## config.mk

```make
export PLATFORM = sky130hd
export DESIGN_NAME = flash_proto_mode
export DESIGN_NICKNAME = d
export VERILOG_FILES = /design/src/rtl/flash_proto_mode.sv
export SDC_FILE = /design/constraint.sdc
export NUM_CORES = 1
export LEC_CHECK = 0
export ABC_AREA = 1
export BUFFER_PORTS_ARGS = -buffer_cell sky130_fd_sc_hd__buf_2
export CAP_MARGIN = 20
export CORE_AREA = 5 5 42 44
export DETAILED_ROUTE_END_ITERATION = 16
export DIE_AREA = 0 0 47 49
export PLACE_DENSITY = 0.51
export SYNTH_ARGS = -nofsm -noshare
export SYNTH_HDL_FRONTEND = slang
export SYNTH_SLANG_ARGS = --single-unit
```

## constraint.sdc

```tcl
create_clock -name clk -period 0.8 [get_ports clk]
set_input_delay 0.16 -clock clk [delete_from_list [all_inputs] [get_ports clk]]
set_output_delay 0.16 -clock clk [all_outputs]
set_load 0.05 [all_outputs]
```

## src/rtl/flash_proto_mode.sv

```systemverilog
module flash_proto_mode #(
  parameter int CFG_W    = 8,
  parameter int QUAD_BIT = 7,
  parameter int DUAL_BIT = 6,
  parameter int HOLD_BIT = 4,
  parameter int ACC_BIT  = 3
) (
  input  logic             clk,
  input  logic             rst_n,
  input  logic             nv_hold_cfg,
  input  logic             cfg_we,
  input  logic [CFG_W-1:0] cfg_wdata,
  input  logic             cs_n,
  input  logic             quad_mod_done,
  input  logic             vacc_high,
  output logic [1:0]       mode,
  output logic             hold_en,
  output logic             acc_en
);

  localparam logic [1:0]       M_EXT     = 2'b00;
  localparam logic [1:0]       M_DUAL    = 2'b01;
  localparam logic [1:0]       M_QUAD    = 2'b10;
  localparam logic [CFG_W-1:0] CFG_ONES  = {CFG_W{1'b1}};
  localparam logic [CFG_W-1:0] HOLD_MASK = CFG_W'(1) << HOLD_BIT;

  logic [CFG_W-1:0] cfg;
  logic             armed;
  logic             fb;
  logic             vacc_q;
  logic [1:0]       mode_nx;

  wire quad_req  = ~cfg[QUAD_BIT];
  wire dual_req  = ~cfg[DUAL_BIT];
  wire vacc_fall = vacc_q & ~vacc_high;

  always_ff @(posedge clk) begin
    if (!rst_n)
      cfg <= (CFG_ONES & ~HOLD_MASK) | ({CFG_W{nv_hold_cfg}} & HOLD_MASK);
    else if (cfg_we)
      cfg <= cfg_wdata;
  end

  always_ff @(posedge clk) begin
    if (!rst_n) begin
      armed  <= 1'b0;
      fb     <= 1'b0;
      vacc_q <= 1'b0;
    end else begin
      vacc_q <= vacc_high;
      if (quad_mod_done && quad_req && !cfg[ACC_BIT])
        armed <= 1'b1;
      else if (cs_n)
        armed <= 1'b0;
      if (vacc_fall)
        fb <= 1'b0;
      else if (armed && cs_n)
        fb <= 1'b1;
    end
  end

  always_comb begin
    if (quad_req)      mode_nx = fb ? M_EXT : M_QUAD;
    else if (dual_req) mode_nx = M_DUAL;
    else               mode_nx = M_EXT;
  end

  always_ff @(posedge clk) begin
    if (!rst_n)    mode <= M_EXT;
    else if (cs_n) mode <= mode_nx;
  end

  assign hold_en = cfg[HOLD_BIT];
  assign acc_en  = ~cfg[ACC_BIT];

  AST_CFG_LOAD: assert property (@(posedge clk) disable iff (!rst_n)
    (rst_n && cfg_we) |=> (cfg == $past(cfg_wdata)));
  AST_HOLD_FOLLOWS_WR: assert property (@(posedge clk) disable iff (!rst_n)
    (rst_n && cfg_we) |=> (hold_en == $past(cfg_wdata[HOLD_BIT])));
  AST_ACC_FOLLOWS_WR: assert property (@(posedge clk) disable iff (!rst_n)
    (rst_n && cfg_we) |=> (acc_en == !$past(cfg_wdata[ACC_BIT])));
  AST_MODE_FROZEN_SEL: assert property (@(posedge clk) disable iff (!rst_n)
    ($past(rst_n) && $past(!cs_n)) |-> $stable(mode));
  AST_FB_BLOCKS_QUAD: assert property (@(posedge clk) disable iff (!rst_n)
    (cs_n && fb) |=> (mode != M_QUAD));
  AST_MODE_LEGAL: assert property (@(posedge clk) disable iff (!rst_n)
    mode != 2'b11);

endmodule

```

Yosys cells after proc, flatten, opt, wreduce, memory -nomap -nowiden
Index checks and enable logic that the tools add are counted.
Storage, ports and cells
  flip-flop bits (word level): 13
  word-level logic and storage cells: 25
Operators by class
  equal/unequal tests: 1
  multiplexer cells: 7
  bitwise operators: 5
  reductions and logical operators: 6
Operators with widths (number)
  5-bit 2-to-1 mux: 2
  2-bit 2-to-1 mux: 2
  1-bit inverter: 4
  1-bit logical AND: 3
  1-bit 2-to-1 mux: 3
  2-bit by 1-bit inequality test with 1-bit output, second input constant: 1
  2-bit nonzero test: 1
  2-bit OR reduction: 1
  1-bit bitwise AND: 1
  1-bit zero test: 1

Longest topological paths before layout
  depth in word-level cells: 4
  mapped depth: 3
  gate-level depth less buffers: 3

Worst setup path after synthesis
No wires, ideal clock.
  path type: flip-flop to flip-flop
  start point: register, netlist name mode[1]
  end point: register mode[1]
  arrival time: 0.860 ns
  required time: 0.736 ns
  path slack: -0.124 ns
  cell stages (with the launch flop): 3
  path buffers: 0
  cell sequence: dfxtp_1 > o21ai_0 > nor2_1
RTL lines
  end signal: assignment: line 70  | else if (cs_n) mode <= mode_nx;
  end: declaration: line 16  | output logic [1:0] mode,

Worst setup path after layout
  start point: register cfg[3]
  end point: output acc_en
Between the ends
  longest elaborated chain between the ends: 1
Ends and longest elaborated chain
  start: declaration: line 27  | logic [CFG_W-1:0] cfg;
  start signal: assignment: line 39  | cfg <= (CFG_ONES & ~HOLD_MASK) | ({CFG_W{nv_hold_cfg}} & HOLD_MASK);
  start signal: assignment: line 41  | cfg <= cfg_wdata;
  1-bit inverter: line 74  | assign acc_en = ~cfg[ACC_BIT];
  end: declaration: line 18  | output logic acc_en
Every way passes these cells.

==> reports/metrics.cfg <==
[run_status]
status=finished with violations
failed_checks=negative setup slack

[detailed_routing]
viasPerCell=4.000
dr_wl_met2_um=307
drt-pass1-iter-count=3
ant_nets=0
drt_iter0_drc=3
routed_wirelength_um=645
route.detailed.drc=0
via_count=312
wl_met3_um=47
dr.max_layer_used=met4
m1WireLength_um=280
wire_per_inst_um=8.269

[synthesis]
yosysTopAreaCell=dfxtp_1
yosys-top-cells-area=dfxtp_1 49%, a21oi_1 9.1%, o21ai_0 9.1%
avgSynthCellArea_sq_um=8.026
synth_cell_types=10
synth-seq-area-share=0.5779
postSynthCellCount=41
ys_ff_latch=9
synth_warnings=0
syn-num-nets=56
synth_top_area_share=0.4867
synthesis.area_sq_um=329.1

[clocking]
clkSinkCount=9
clkSlewWorstSetupHoldPaths_ns=0.06
tritoncts=yes
cts-hold-fix-buffers=0
post-cts-setup-buffers=0
htree_levels=1
clockBufferDepth=2
clock-root-buffer=clkbuf_4
numCtsBuffers=3
clock_latency_ns=0.25

[critical_path]
reg2regPathDepth=3
r2r_end=armed
path_cells=clkinvlp_4 -> buf_6
critPathMaxFanout=2
startpoint_type=flip-flop
crit_path_max_incr_delay_ns=0.35
required_ns=0.64
reg2reg_slack_ns=0.13
critPathBufInv=2
worstSetupPathType=flip-flop to output pin
cp_slowest_cell=dfxtp_2
crit_family=flip-flops
cp.depth=2
end_kind=output pin
endpoint=acc_en
crit_start=cfg[3]
reg2reg_from=cfg[7]
arrival_ns=0.85

[sta]
hold_ws_ns=0.1051
finalHoldViolations=0
fmax_mhz=991.2
rsz0062_at_grt=true
post-route-period-util=1.261
timing.final.ws_setup_ns=-0.2089
setup_viol=4
worst_pin_slew_ns=0.1331
slew_violations=0
slew_headroom=0.9103
fin_crit_ns=1.009
skew_ns=0.007117

[place]
placedCellCount=74
gp_congestion=0.6991
dpl_cell_area_sq_um=449.2
place_hpwl_um=544.9
numPortBuffers=14
dpl_worst_slack_ns=0.01472

[job]
maxCapViolCount=0

[floorplan]
ios=19
die_w_um=47
rows=14
start_util=0.2348
die_y_um=49
die_area_sq_um=2303
core_area_sq_um=1401

[layout]
fin_area_sq_um=504.2
syn_to_final_growth_pct=53.23
nFillCells=154
antenna_cells=0
drive_gt1_frac=0.4032
finalNetCount=78
finalNonFillerCells=78

[hold_path]
hold_class=primary input to flip-flop

[pwr]
p_per_area_nw_per_um2=2017
p_leak_nw=0.2465
power.total_mw=1.017
irDropWorstVdd_mv=1.106

[global_route]
antenna_found_initial=0
globalRouteOverflowTotal=0
grt_max_degree=7
grt_usage=0.06931
grt_pass1_vias=285
grt_pass1_wl_um=1117

routing by layer:
| layer | vias to the layer above | GRT usage |
|---|---|---|
| met5 | - | 0 |
| met4 | 0 | 0.05530 |
| met3 | 2 | 0.03321 |
| met2 | 9 | 0.08824 |
| met1 | 125 | 0.08463 |
| li1 | 176 | - |
placed cells by master (no fill, tap or decap):
cell type / synthesis / routed
clkinvlp_4: 0 / 1
clkbuf_4: 0 / 3
o21ai_0: 6 / 5
nand3_1: 1 / 1
a21oi_1: 6 / 6
inv_1: 6 / 5
dfxtp_2: 0 / 3
o21ai_1: 0 / 1
edfxtp_1: 1 / 1
dfxtp_1: 8 / 5
buf_6: 0 / 3
buf_4: 0 / 3
nand2_1: 5 / 5
inv_2: 1 / 1
buf_8: 0 / 1
or2_1: 1 / 1
nor2_1: 6 / 6
buf_2: 0 / 10
clkbuf_1: 0 / 1
how the worst min path moves through the flow:
stage / slack (ns) / cells past startpoint / to / startpoint
6_report: 0.11 / 3 / vacc_q / vacc_high
5_1_grt: 0.11 / 3 / cfg[3] / cfg_wdata[3]
4_1_cts: 0.1 / 3 / vacc_q / vacc_high
3_5_place_dp: 0.36 / 3 / vacc_q / vacc_high
3_3_place_gp: 0.36 / 3 / vacc_q / vacc_high
2_1_floorplan: 0.24 / 1 / cfg[3] / cfg_we
worst min-delay path, delay by kind of cell:
family / cells / cell delay, ns
buffers and inverters: 2 / 0.12
and+or+nand+nor: 1 / 0.04
layout make-up:
cell class                 instances  area (sq um)  area share
tap                               16         20.02     0.03970
sequential                         9         193.9      0.3846
timing repair buffer              17         121.4      0.2407
inverter                           7         30.03     0.05955
multi-input combinational         25         112.6      0.2233
clock buffer                       4         26.28     0.05211
state kept, by name (all words and copies together) (netlist names):
register	flops
fb	1
mode	2
armed	1
cfg	4
vacc_q	1
kinds of logic after synthesis:
kind of cell | share of synthesized area
AOI/OAI and AO/OA | 0.1825
and+or+nand+nor | 0.1597
DFF | 0.5779
buffers and inverters | 0.07983
repair_timing:
| item | 4_1_cts | 5_1_grt |
|---|---|---|
| pin swaps | 0 | 0 |
| resized for setup | 9 | 0 |
| gates cloned | 0 | 0 |
| setup endpoints to repair | 4 | 4 |
cell usage after synthesis:
master and instances:
nand2_1 5, o21ai_0 6, nand3_1 1, dfxtp_1 8, edfxtp_1 1, nor2_1 6
inv_1 6, inv_2 1, or2_1 1, a21oi_1 6
per-stage QoR:
stage	setup TNS (ns)	util
after floorplan	-0.02296	-
after global placement	0	0.3205
after detailed placement	0	0.3205
after CTS	-0.6064	0.3598
after global routing	-0.7019	0.3598
final	-0.5467	0.3598
power by group:
part | switching [mW] | internal (mW)
registers | 0.0154 | 0.486
clock network | 0.145 | 0.191
logic | 0.102 | 0.0769
No activity file was read; power rests on OpenSTA's default activity.
